==> src/rtl/dbg_uart_pkg.sv <==
`timescale 1ns/1ps
package dbg_uart_pkg;

  localparam int DATA_BITS = 8;

  localparam logic [2:0] PAR_EVEN  = 3'd0;
  localparam logic [2:0] PAR_ODD   = 3'd1;
  localparam logic [2:0] PAR_SPACE = 3'd2;
  localparam logic [2:0] PAR_MARK  = 3'd3;

  typedef enum logic [2:0] {
    LINE_IDLE,
    LINE_START,
    LINE_DATA,
    LINE_PAR,
    LINE_STOP
  } line_e;

  // strobes from control to datapath
  typedef struct packed {
    logic  txLoad;
    logic  txShift;
    line_e txSel;
    logic  rxShift;
    logic  rxParTake;
    logic  rxFinish;
  } strobe_t;

  function automatic logic parityOn(input logic [2:0] mode);
    return mode < 3'd4;
  endfunction

  function automatic logic parityBit(input logic [DATA_BITS-1:0] d, input logic [2:0] mode);
    case (mode)
      PAR_EVEN:  return ^d;
      PAR_ODD:   return ~^d;
      PAR_SPACE: return 1'b0;
      PAR_MARK:  return 1'b1;
      default:   return 1'b0;
    endcase
  endfunction

endpackage

==> src/rtl/dbg_uart_baud.sv <==
`timescale 1ns/1ps
module dbg_uart_baud #(
  parameter int CD_W = 16
) (
  input  logic            clk,
  input  logic            rstN,
  input  logic [CD_W-1:0] divisor,
  output logic            tick,
  output logic            enable
);

  logic [CD_W-1:0] divCnt;
  logic [CD_W-1:0] cdPrev;

  assign enable = divisor != '0;

  always_ff @(posedge clk) begin
    if (!rstN) begin
      divCnt <= '0;
      cdPrev <= '0;
      tick   <= 1'b0;
    end else begin
      cdPrev <= divisor;
      if (!enable || divisor != cdPrev) begin
        divCnt <= '0;
        tick   <= 1'b0;
      end else if (divCnt == divisor - CD_W'(1)) begin
        divCnt <= '0;
        tick   <= 1'b1;
      end else begin
        divCnt <= divCnt + CD_W'(1);
        tick   <= 1'b0;
      end
    end
  end

  AST_ZERO_CD_NO_TICK: assert property (@(posedge clk) disable iff (!rstN)
    (divisor == '0) |=> !tick);

  AST_RESTART_ON_CHANGE: assert property (@(posedge clk) disable iff (!rstN)
    (divisor != $past(divisor)) |=> !tick);

endmodule

==> src/rtl/dbg_uart_ctrl.sv <==
`timescale 1ns/1ps
module dbg_uart_ctrl
  import dbg_uart_pkg::*;
#(
  parameter int OVS   = 16,
  parameter int NBITS = DATA_BITS
) (
  input  logic       clk,
  input  logic       rstN,
  input  logic       tick,
  input  logic       enable,
  input  logic [2:0] parMode,
  input  logic       txValid,
  input  logic       rxBit,
  output logic       txReady,
  output strobe_t    strb
);

  localparam int TW = $clog2(OVS);
  localparam int IW = $clog2(NBITS);
  localparam logic [TW-1:0] TICK_LAST = TW'(OVS - 1);
  localparam logic [TW-1:0] TICK_MID  = TW'(OVS / 2 - 1);
  localparam logic [IW-1:0] IDX_LAST  = IW'(NBITS - 1);

  typedef enum logic [2:0] {PH_IDLE, PH_START, PH_DATA, PH_PAR, PH_STOP} phase_e;

  phase_e          txPh, rxPh;
  logic [TW-1:0]   txTick, rxTick;
  logic [IW-1:0]   txIdx, rxIdx;
  logic            rxPrev;

  // transmitter sequencing
  always_ff @(posedge clk) begin
    if (!rstN || !enable) begin
      txPh   <= PH_IDLE;
      txTick <= '0;
      txIdx  <= '0;
    end else if (txPh == PH_IDLE) begin
      if (txValid) begin
        txPh   <= PH_START;
        txTick <= '0;
      end
    end else if (tick) begin
      if (txTick == TICK_LAST) begin
        txTick <= '0;
        case (txPh)
          PH_START: begin
            txPh  <= PH_DATA;
            txIdx <= '0;
          end
          PH_DATA:
            if (txIdx == IDX_LAST) txPh <= parityOn(parMode) ? PH_PAR : PH_STOP;
            else                   txIdx <= txIdx + IW'(1);
          PH_PAR:  txPh <= PH_STOP;
          default: txPh <= PH_IDLE;
        endcase
      end else begin
        txTick <= txTick + TW'(1);
      end
    end
  end

  // receiver sequencing
  always_ff @(posedge clk) begin
    if (!rstN || !enable) begin
      rxPh   <= PH_IDLE;
      rxTick <= '0;
      rxIdx  <= '0;
      rxPrev <= 1'b1;
    end else begin
      rxPrev <= rxBit;
      case (rxPh)
        PH_IDLE:
          if (rxPrev && !rxBit) begin
            rxPh   <= PH_START;
            rxTick <= '0;
          end
        PH_START:
          if (tick) begin
            if (rxTick == TICK_MID) begin
              rxTick <= '0;
              if (rxBit) rxPh <= PH_IDLE;
              else begin
                rxPh  <= PH_DATA;
                rxIdx <= '0;
              end
            end else begin
              rxTick <= rxTick + TW'(1);
            end
          end
        default:
          if (tick) begin
            if (rxTick == TICK_LAST) begin
              rxTick <= '0;
              case (rxPh)
                PH_DATA:
                  if (rxIdx == IDX_LAST) rxPh <= parityOn(parMode) ? PH_PAR : PH_STOP;
                  else                   rxIdx <= rxIdx + IW'(1);
                PH_PAR:  rxPh <= PH_STOP;
                default: rxPh <= PH_IDLE;
              endcase
            end else begin
              rxTick <= rxTick + TW'(1);
            end
          end
      endcase
    end
  end

  assign txReady = enable && txPh == PH_IDLE;

  always_comb begin
    strb           = '0;
    strb.txLoad    = txReady && txValid;
    strb.txShift   = txPh == PH_DATA && tick && txTick == TICK_LAST;
    case (txPh)
      PH_START: strb.txSel = LINE_START;
      PH_DATA:  strb.txSel = LINE_DATA;
      PH_PAR:   strb.txSel = LINE_PAR;
      PH_STOP:  strb.txSel = LINE_STOP;
      default:  strb.txSel = LINE_IDLE;
    endcase
    strb.rxShift   = rxPh == PH_DATA && tick && rxTick == TICK_LAST;
    strb.rxParTake = rxPh == PH_PAR  && tick && rxTick == TICK_LAST;
    strb.rxFinish  = rxPh == PH_STOP && tick && rxTick == TICK_LAST;
  end

  AST_OFF_PARKS_FSMS: assert property (@(posedge clk) disable iff (!rstN)
    !enable |=> (txPh == PH_IDLE && rxPh == PH_IDLE));

  AST_FALSE_START_DROP: assert property (@(posedge clk) disable iff (!rstN)
    (rxPh == PH_START && tick && rxTick == TICK_MID && rxBit) |=> rxPh == PH_IDLE);

endmodule

==> src/rtl/dbg_uart_dp.sv <==
`timescale 1ns/1ps
module dbg_uart_dp
  import dbg_uart_pkg::*;
(
  input  logic                 clk,
  input  logic                 rstN,
  input  strobe_t              strb,
  input  logic [2:0]           parMode,
  input  logic [DATA_BITS-1:0] txData,
  output logic                 txd,
  input  logic                 rxd,
  output logic                 rxBit,
  input  logic                 rxRead,
  input  logic                 clrStatus,
  output logic [DATA_BITS-1:0] rxData,
  output logic                 rxValid,
  output logic                 parityErr,
  output logic                 frameErr,
  output logic                 overrunErr
);

  logic                 rxMeta, rxSync;
  logic [DATA_BITS-1:0] txSh, rxSh;
  logic                 txParQ, rxParQ;

  assign rxBit = rxSync;

  always_ff @(posedge clk) begin
    if (!rstN) begin
      rxMeta <= 1'b1;
      rxSync <= 1'b1;
    end else begin
      rxMeta <= rxd;
      rxSync <= rxMeta;
    end
  end

  // transmit shifter and line register
  always_ff @(posedge clk) begin
    if (!rstN) begin
      txSh   <= '0;
      txParQ <= 1'b0;
      txd    <= 1'b1;
    end else begin
      if (strb.txLoad) begin
        txSh   <= txData;
        txParQ <= parityBit(txData, parMode);
      end else if (strb.txShift) begin
        txSh <= txSh >> 1;
      end
      case (strb.txSel)
        LINE_START: txd <= 1'b0;
        LINE_DATA:  txd <= txSh[0];
        LINE_PAR:   txd <= txParQ;
        default:    txd <= 1'b1;
      endcase
    end
  end

  // receive shifter, holding register and flags
  always_ff @(posedge clk) begin
    if (!rstN) begin
      rxSh       <= '0;
      rxParQ     <= 1'b0;
      rxData     <= '0;
      rxValid    <= 1'b0;
      parityErr  <= 1'b0;
      frameErr   <= 1'b0;
      overrunErr <= 1'b0;
    end else begin
      if (strb.rxShift)   rxSh   <= {rxSync, rxSh[DATA_BITS-1:1]};
      if (strb.rxParTake) rxParQ <= rxSync;
      if (strb.rxFinish) begin
        rxData  <= rxSh;
        rxValid <= 1'b1;
      end else if (rxRead) begin
        rxValid <= 1'b0;
      end
      parityErr  <= (parityErr && !clrStatus) ||
                    (strb.rxFinish && parityOn(parMode) && rxParQ != parityBit(rxSh, parMode));
      frameErr   <= (frameErr && !clrStatus) || (strb.rxFinish && !rxSync);
      overrunErr <= (overrunErr && !clrStatus) || (strb.rxFinish && rxValid && !rxRead);
    end
  end

  AST_START_DRIVES_LOW: assert property (@(posedge clk) disable iff (!rstN)
    (strb.txSel == LINE_START) |=> !txd);

  AST_FINISH_SETS_VALID: assert property (@(posedge clk) disable iff (!rstN)
    strb.rxFinish |=> rxValid);

  AST_LOW_STOP_FRAMES: assert property (@(posedge clk) disable iff (!rstN)
    (strb.rxFinish && !rxSync) |=> frameErr);

  AST_NO_OVERFLOW: assert property (@(posedge clk) disable iff (!rstN)
    (strb.rxFinish && rxValid && !rxRead) |=> overrunErr);

endmodule

==> src/rtl/dbg_uart.sv <==
`timescale 1ns/1ps
module dbg_uart
  import dbg_uart_pkg::*;
(
  input  logic        clk,
  input  logic        rstN,
  input  logic [15:0] divisor,
  input  logic [2:0]  parMode,
  input  logic [7:0]  txData,
  input  logic        txValid,
  output logic        txReady,
  output logic        txd,
  input  logic        rxd,
  output logic [7:0]  rxData,
  output logic        rxValid,
  input  logic        rxRead,
  input  logic        clrStatus,
  output logic        parityErr,
  output logic        frameErr,
  output logic        overrunErr
);

  logic    tick, enable, rxBit;
  strobe_t strb;

  dbg_uart_baud #(.CD_W(16)) i_baud (
    .clk(clk), .rstN(rstN), .divisor(divisor), .tick(tick), .enable(enable)
  );

  dbg_uart_ctrl #(.OVS(16), .NBITS(DATA_BITS)) i_ctrl (
    .clk(clk), .rstN(rstN), .tick(tick), .enable(enable), .parMode(parMode),
    .txValid(txValid), .rxBit(rxBit), .txReady(txReady), .strb(strb)
  );

  dbg_uart_dp i_dp (
    .clk(clk), .rstN(rstN), .strb(strb), .parMode(parMode), .txData(txData),
    .txd(txd), .rxd(rxd), .rxBit(rxBit), .rxRead(rxRead), .clrStatus(clrStatus),
    .rxData(rxData), .rxValid(rxValid), .parityErr(parityErr),
    .frameErr(frameErr), .overrunErr(overrunErr)
  );

endmodule

==> config.mk <==
export PLATFORM = sky130hd
export DESIGN_NAME = dbg_uart
export DESIGN_NICKNAME = d
export VERILOG_FILES = /design/src/rtl/dbg_uart_pkg.sv /design/src/rtl/dbg_uart_baud.sv /design/src/rtl/dbg_uart_ctrl.sv /design/src/rtl/dbg_uart_dp.sv /design/src/rtl/dbg_uart.sv
export SDC_FILE = /design/constraint.sdc
export NUM_CORES = 1
export LEC_CHECK = 0
export ABC_AREA = 1
export BUFFER_PORTS_ARGS = -buffer_cell sky130_fd_sc_hd__buf_2
export CAP_MARGIN = 20
export CELL_PAD_IN_SITES_DETAIL_PLACEMENT = 1
export CELL_PAD_IN_SITES_GLOBAL_PLACEMENT = 2
export CORE_ASPECT_RATIO = 1.25
export CORE_UTILIZATION = 36
export DETAILED_ROUTE_END_ITERATION = 8
export PLACE_DENSITY_LB_ADDON = 0.1
export SYNTH_ARGS = -nofsm -noshare
export SYNTH_HDL_FRONTEND = slang
export SYNTH_SLANG_ARGS = --single-unit
==> constraint.sdc <==
create_clock -name clk -period 2.5 [get_ports clk]
set_input_delay 0.125 -clock clk [delete_from_list [all_inputs] [get_ports clk]]
set_output_delay 0.125 -clock clk [all_outputs]
set_load 0.05 [all_outputs]
Yosys cells after proc, flatten, opt, wreduce, memory -nomap -nowiden --
Index checks and enable logic that the tools add are counted.
Word-level totals: register bits 87, output and inout port bits 14, logic and storage cells 162
Cells by class: add/subtract/negate cells 6, $lt $le $gt $ge 1, equality and inequality tests 30, multiplexer cells 46, bitwise operators 3, reduce and logical (&&, ||, !) cells 54
Operators by type and width (number):
- $mux 3 | 20
- $mux 4 | 9
- $pmux 3 s2 | 4
- $eq 3x2->1 const B | 7
- $logic_and 1x1->1 | 19
- $add 16x1->16 const B | 1
- $eq 16x16->1 | 1
- $mux 8 | 2
- $ne 16x16->1 | 1
- $reduce_bool 16->1 | 1
- $reduce_bool 2->1 | 8
- $reduce_xnor 8->1 | 2
- $reduce_xor 8->1 | 2
- $sub 16x1->16 const B | 1
- $eq 3x1->1 const B | 4
- $eq 3x3->1 const B | 4
- $pmux 3 s4 | 1
- $ne 2x2->1 const B | 5
- $logic_not 3->1 | 3
- $pmux 1 s3 | 3
- $pmux 3 s3 | 1
- $add 4x1->4 const B | 2
- $eq 4x4->1 const B | 2
- $pmux 4 s2 | 1
- 21 further kinds | 36

Longest topological paths before layout --
depth in word-level cells 7, gate-level depth with buffers 15, depth with buffers taken out 14

By module --
From an unflattened synthesis, not the netlist that was laid out.
Second synthesis, totals: cell total of the unflattened synthesis 765, area total of the unflattened synthesis 4939.7 µm²
By module, submodules not included:
- dbg_uart_baud | instances 1, cells each 331, area each 2088.3 µm², sequential area each 660.6 µm²
- dbg_uart_dp | instances 1, cells each 235, area each 1560.2 µm², sequential area each 660.6 µm²
- dbg_uart_ctrl | instances 1, cells each 199, area each 1291.2 µm², sequential area each 420.4 µm²

Worst setup path after synthesis --
Ideal clock, no wire load.
path type register -> register, start register i_ctrl.rxTick[0], end register i_dp.rxSh[0], setup time 0.116 ns, arrival 1.535 ns, data required time 2.384 ns, path slack 0.849 ns, cell stages (with the launch flop) 11, clock period less this slack 1.651 ns, path through dfxtp_1 > ha_1 > nand2_1 > nor2_1 > inv_1 > nor2_1 > inv_1 > nor2_1 > inv_1 > nor2_1 > nor2_1
On the way: word-level cells in the longest chain between the ends 2
RTL lines:
- from (decl) | RTL line dbg_uart_ctrl.sv:28 | logic [TW-1:0] txTick, rxTick;
- from (signal assigned) | RTL line dbg_uart_ctrl.sv:88 | rxTick <= rxTick + TW'(1);
- from (signal assigned) | RTL line dbg_uart_ctrl.sv:103 | rxTick <= rxTick + TW'(1);
- $eq 4x4->1 | RTL line dbg_uart_ctrl.sv:123 | strb.rxShift = rxPh == PH_DATA && tick && rxTick == TICK_LAST;
- $logic_and 1x1->1 | RTL line dbg_uart_ctrl.sv:123
- to (signal assigned) | RTL line dbg_uart_dp.sv:71 | if (strb.rxShift) rxSh <= {rxSync, rxSh[DATA_BITS-1:1]};
- to (decl) | RTL line dbg_uart_dp.sv:23 | logic [DATA_BITS-1:0] txSh, rxSh;
Every way passes these cells. A chain may end at the register's enable or synchronous reset.

Final worst setup path --
start input port divisor[1], end output port txReady
On the way: word-level cells in the longest chain between the ends 2
RTL lines:
- from (decl) | RTL line dbg_uart.sv:7 | input logic [15:0] divisor,
- $reduce_bool 16->1 | RTL line dbg_uart_baud.sv:15 | assign enable = divisor != '0;
- $logic_and 1x1->1 | RTL line dbg_uart_ctrl.sv:110 | assign txReady = enable && txPh == PH_IDLE;
- to (decl) | RTL line dbg_uart.sv:11 | output logic txReady,
Every way passes these cells.

==> flow_metrics.py <==
metrics = {
    "sta": {
        "setup_ws_ns": 0.280,
        "report.final.setup_viol": 0,
        "grt_setup_unrepaired": "false",
        "worstMarginPinSlew_ns": 0.464,
        "slew-limit-headroom_pct": 68.8,
        "fmax_mhz": 450,
        "period_share_pct": 88.8,
        "min_period_ns": 2.22,
        "report.final.hold_viol_count": 0,
        "final.setup.tns_ns": 0,
        "maxSlewViolCount": 0,
        "skew_ns": 0.0134,
    },
    "setup_path": {
        "crit_required_ns": 2.38,
        "critical_path_class": "in2out",
        "start_kind": "primary input",
        "cp.arrival_ns": 2.09,
        "cp-end-kind": "output port",
        "cp_max_fo": 5,
        "rrSetupSlack_ns": 0.45,
        "r2r_cells": 9,
    },
    "floorplanning": {
        "die_h_um": 129,
        "initial_utilization_pct": 36.7,
        "io_pins": 47,
        "coreArea_um2": 12700,
        "die_x_um": 104,
        "rows": 46,
        "die-area_um2": 13400,
    },
    "hold_path": {
        "hold_class": "in2reg",
        "holdPathStages": 3,
    },
    "logic_synthesis": {
        "synthesis.nets": 701,
        "postSynthCellCount": 660,
        "syn_avg_cell_area_um2": 7.04,
        "synth_flop_cell": "dfxtp_1",
        "synth_edf_count": 0,
        "yosysWarnings": 0,
        "synth_area_leaders": "dfxtp_1 37%, nand2_1 12%, nor2_1 7.5%",
        "ys_seq_area_share_pct": 37.5,
        "yosys.area.top_type_share_pct": 37.5,
        "synth_seq_cells": 87,
        "synth_area_leader_cell": "dfxtp_1",
        "synth_async_sr_flop_share_pct": 0,
        "syn_area_um2": 4650,
        "ys_types": 40,
    },
    "clock_tree": {
        "cts.repair.resized": 0,
        "ctsHtreeMaxLevel": 3,
        "clkSinkCount": 87,
        "clock-root-buffer": "clkbuf_16",
        "postCtsSetupRepairBufs": 0,
        "clk_path_buf_depth": 2,
        "numCtsBuffers": 9,
        "worstSkewPairLatency_ns": 0.35,
        "cts_tree": "done",
        "clk_pin_slew_ns": 0.07,
        "cts_hold_buf": 2,
    },
    "power": {
        "powerDensity_nw_per_um2": 698,
        "ir_drop_mv": 0.466,
        "cellLeakagePower_nw": 2.40,
        "p_comb_share_pct": 19.2,
        "p_total_w": 0.00376,
        "p_int_w": 0.00261,
        "p_sw_w": 0.00116,
        "p_clk_share_pct": 40.1,
        "swShare_pct": 30.7,
        "seqPwrFrac_pct": 40.7,
    },
    "layout": {
        "nNetsFinal": 752,
        "mostFrequentLayoutCells": "143 x nand2_1, 93 x nor2_1, 92 x inv_1",
        "fillers": 1649,
        "drive_gt1_share_pct": 15.4,
        "antenna_cells": 0,
        "fin_util_pct": 42.6,
        "mostFrequentLayoutCell": "nand2_1",
        "areaGrowthSynthToFinish_pct": 16.0,
    },
    "route": {
        "drt-pass1-iter-count": 4,
        "routed-via-count": 4201,
        "viasPerCell": 4.75,
        "drtIter0Drc": 77,
        "wirelength_mm": 12.3,
        "ant_nets": 0,
        "drc": 0,
        "avgRoutedWirePerCell_um": 13.9,
    },
    "run_status": {
        "status": "completed",
    },
    "grt": {
        "track_usage_pct": 19.4,
        "grt_pass1_vias": 4289,
        "grt_pass1_wl_mm": 20.4,
        "grt_max_degree": 36,
        "antenna_found_initial": 0,
        "overflow": 0,
    },
    "placement": {
        "place_ws_ns": 0.414,
        "gp_congestion": 0.812,
        "io_buffer_count": 46,
        "hpwl_mm": 9.64,
    },
    "run": {
        "drv_cap": 0,
    },
}
[area by class of cell]
cell class | instances | area (um^2) | share of cell area, %
Inverter | 98 | 368 | 6.82
Multi-Input combinational cell | 463 | 2460 | 45.6
Tap cell | 168 | 210 | 3.90
Timing Repair Buffer | 52 | 280 | 5.20
Clock buffer | 10 | 239 | 4.43
Clock inverter | 6 | 92.6 | 1.72
Sequential cell | 87 | 1740 | 32.3
[per-layer routing]
| layer | wire, um | GRT usage (%) |
|---|---|---|
| met5 | 0 | 0 |
| met4 | 201 | 7.33 |
| met3 | 280 | 3.67 |
| met2 | 6690 | 38.0 |
| met1 | 5100 | 20.5 |
[synth_stat cells, types with 4 or more instances]
cell type  number
nand4_1        14
a21oi_1        23
nand2_1       143
dfxtp_1        87
ha_1            8
a31oi_1         5
nor2_1         93
nor3_1         10
or2_2           6
inv_2           5
or2_1           4
inv_1          92
xnor2_1        29
nor2_2         18
nand3_1        29
o21ai_0        29
nand3_2         4
a211oi_1        4
o21ai_1         4
clkbuf_1        6
xor2_1         21
[registers in the layout, summed over array words and instances (netlist names), 3 cells and up]
| name | flops |
|---|---|
| i_baud.cdPrev | 16 |
| i_baud.divCnt | 16 |
| i_ctrl.rxIdx | 3 |
| i_ctrl.rxPh | 3 |
| i_ctrl.rxTick | 4 |
| i_ctrl.txIdx | 3 |
| i_ctrl.txPh | 3 |
| i_ctrl.txTick | 4 |
| i_dp.rxData | 8 |
| i_dp.rxSh | 8 |
| i_dp.txSh | 8 |
[kinds of logic (layout without fill, tap and decap cells)]
family | after synthesis | after routing | share of synthesized area (%)
XOR/XNOR | 50 | 50 | 9.42
buffers and inverters | 110 | 166 | 9.64
AND/OR/NAND/NOR | 333 | 333 | 32.5
adder cells (fa/ha/maj) | 8 | 8 | 2.15
flip-flops | 87 | 87 | 37.5
AO/OA/AOI/OAI | 72 | 72 | 8.83
[stage by stage]
step	instances	hold slack, ns	cell area (um^2)
global route	884	0.0310	5390
global placement	866	0.315	5040
detailed placement	866	0.323	5040
CTS	884	0.0246	5390
finish	884	0.0272	5390
floorplan	660	0.218	4650
[power groups by stage]
stage               Combinational [W]  Clock [W]  Sequential [W]
floorplan                    0.000495          0         0.00157
global placement             0.000717          0         0.00156
detailed placement           0.000728          0         0.00156
CTS                          0.000735    0.00155         0.00153
global route                 0.000815    0.00160         0.00154
finish                       0.000723    0.00151         0.00153
[worst max-delay path, stage by stage]
cell	delay, ns
dlygate4sd3_1	0.53
buf_2	0.13
inv_1	0.13
ha_1	0.27
nand3_2	0.15
nor2_4	0.15
nand3_4	0.11
nor3_4	0.18
nor2_1	0.09
buf_2	0.22
[worst paths after layout]
path                    startpoint                 to
setup / recovery        divisor[1]            txReady
hold / removal         divisor[14]  i_baud.cdPrev[14]
setup reg to reg  i_ctrl.rxTick[0]    i_dp.overrunErr
hold reg to reg        i_dp.rxMeta         i_dp.rxBit
Power figures use the tool's default switching activity.
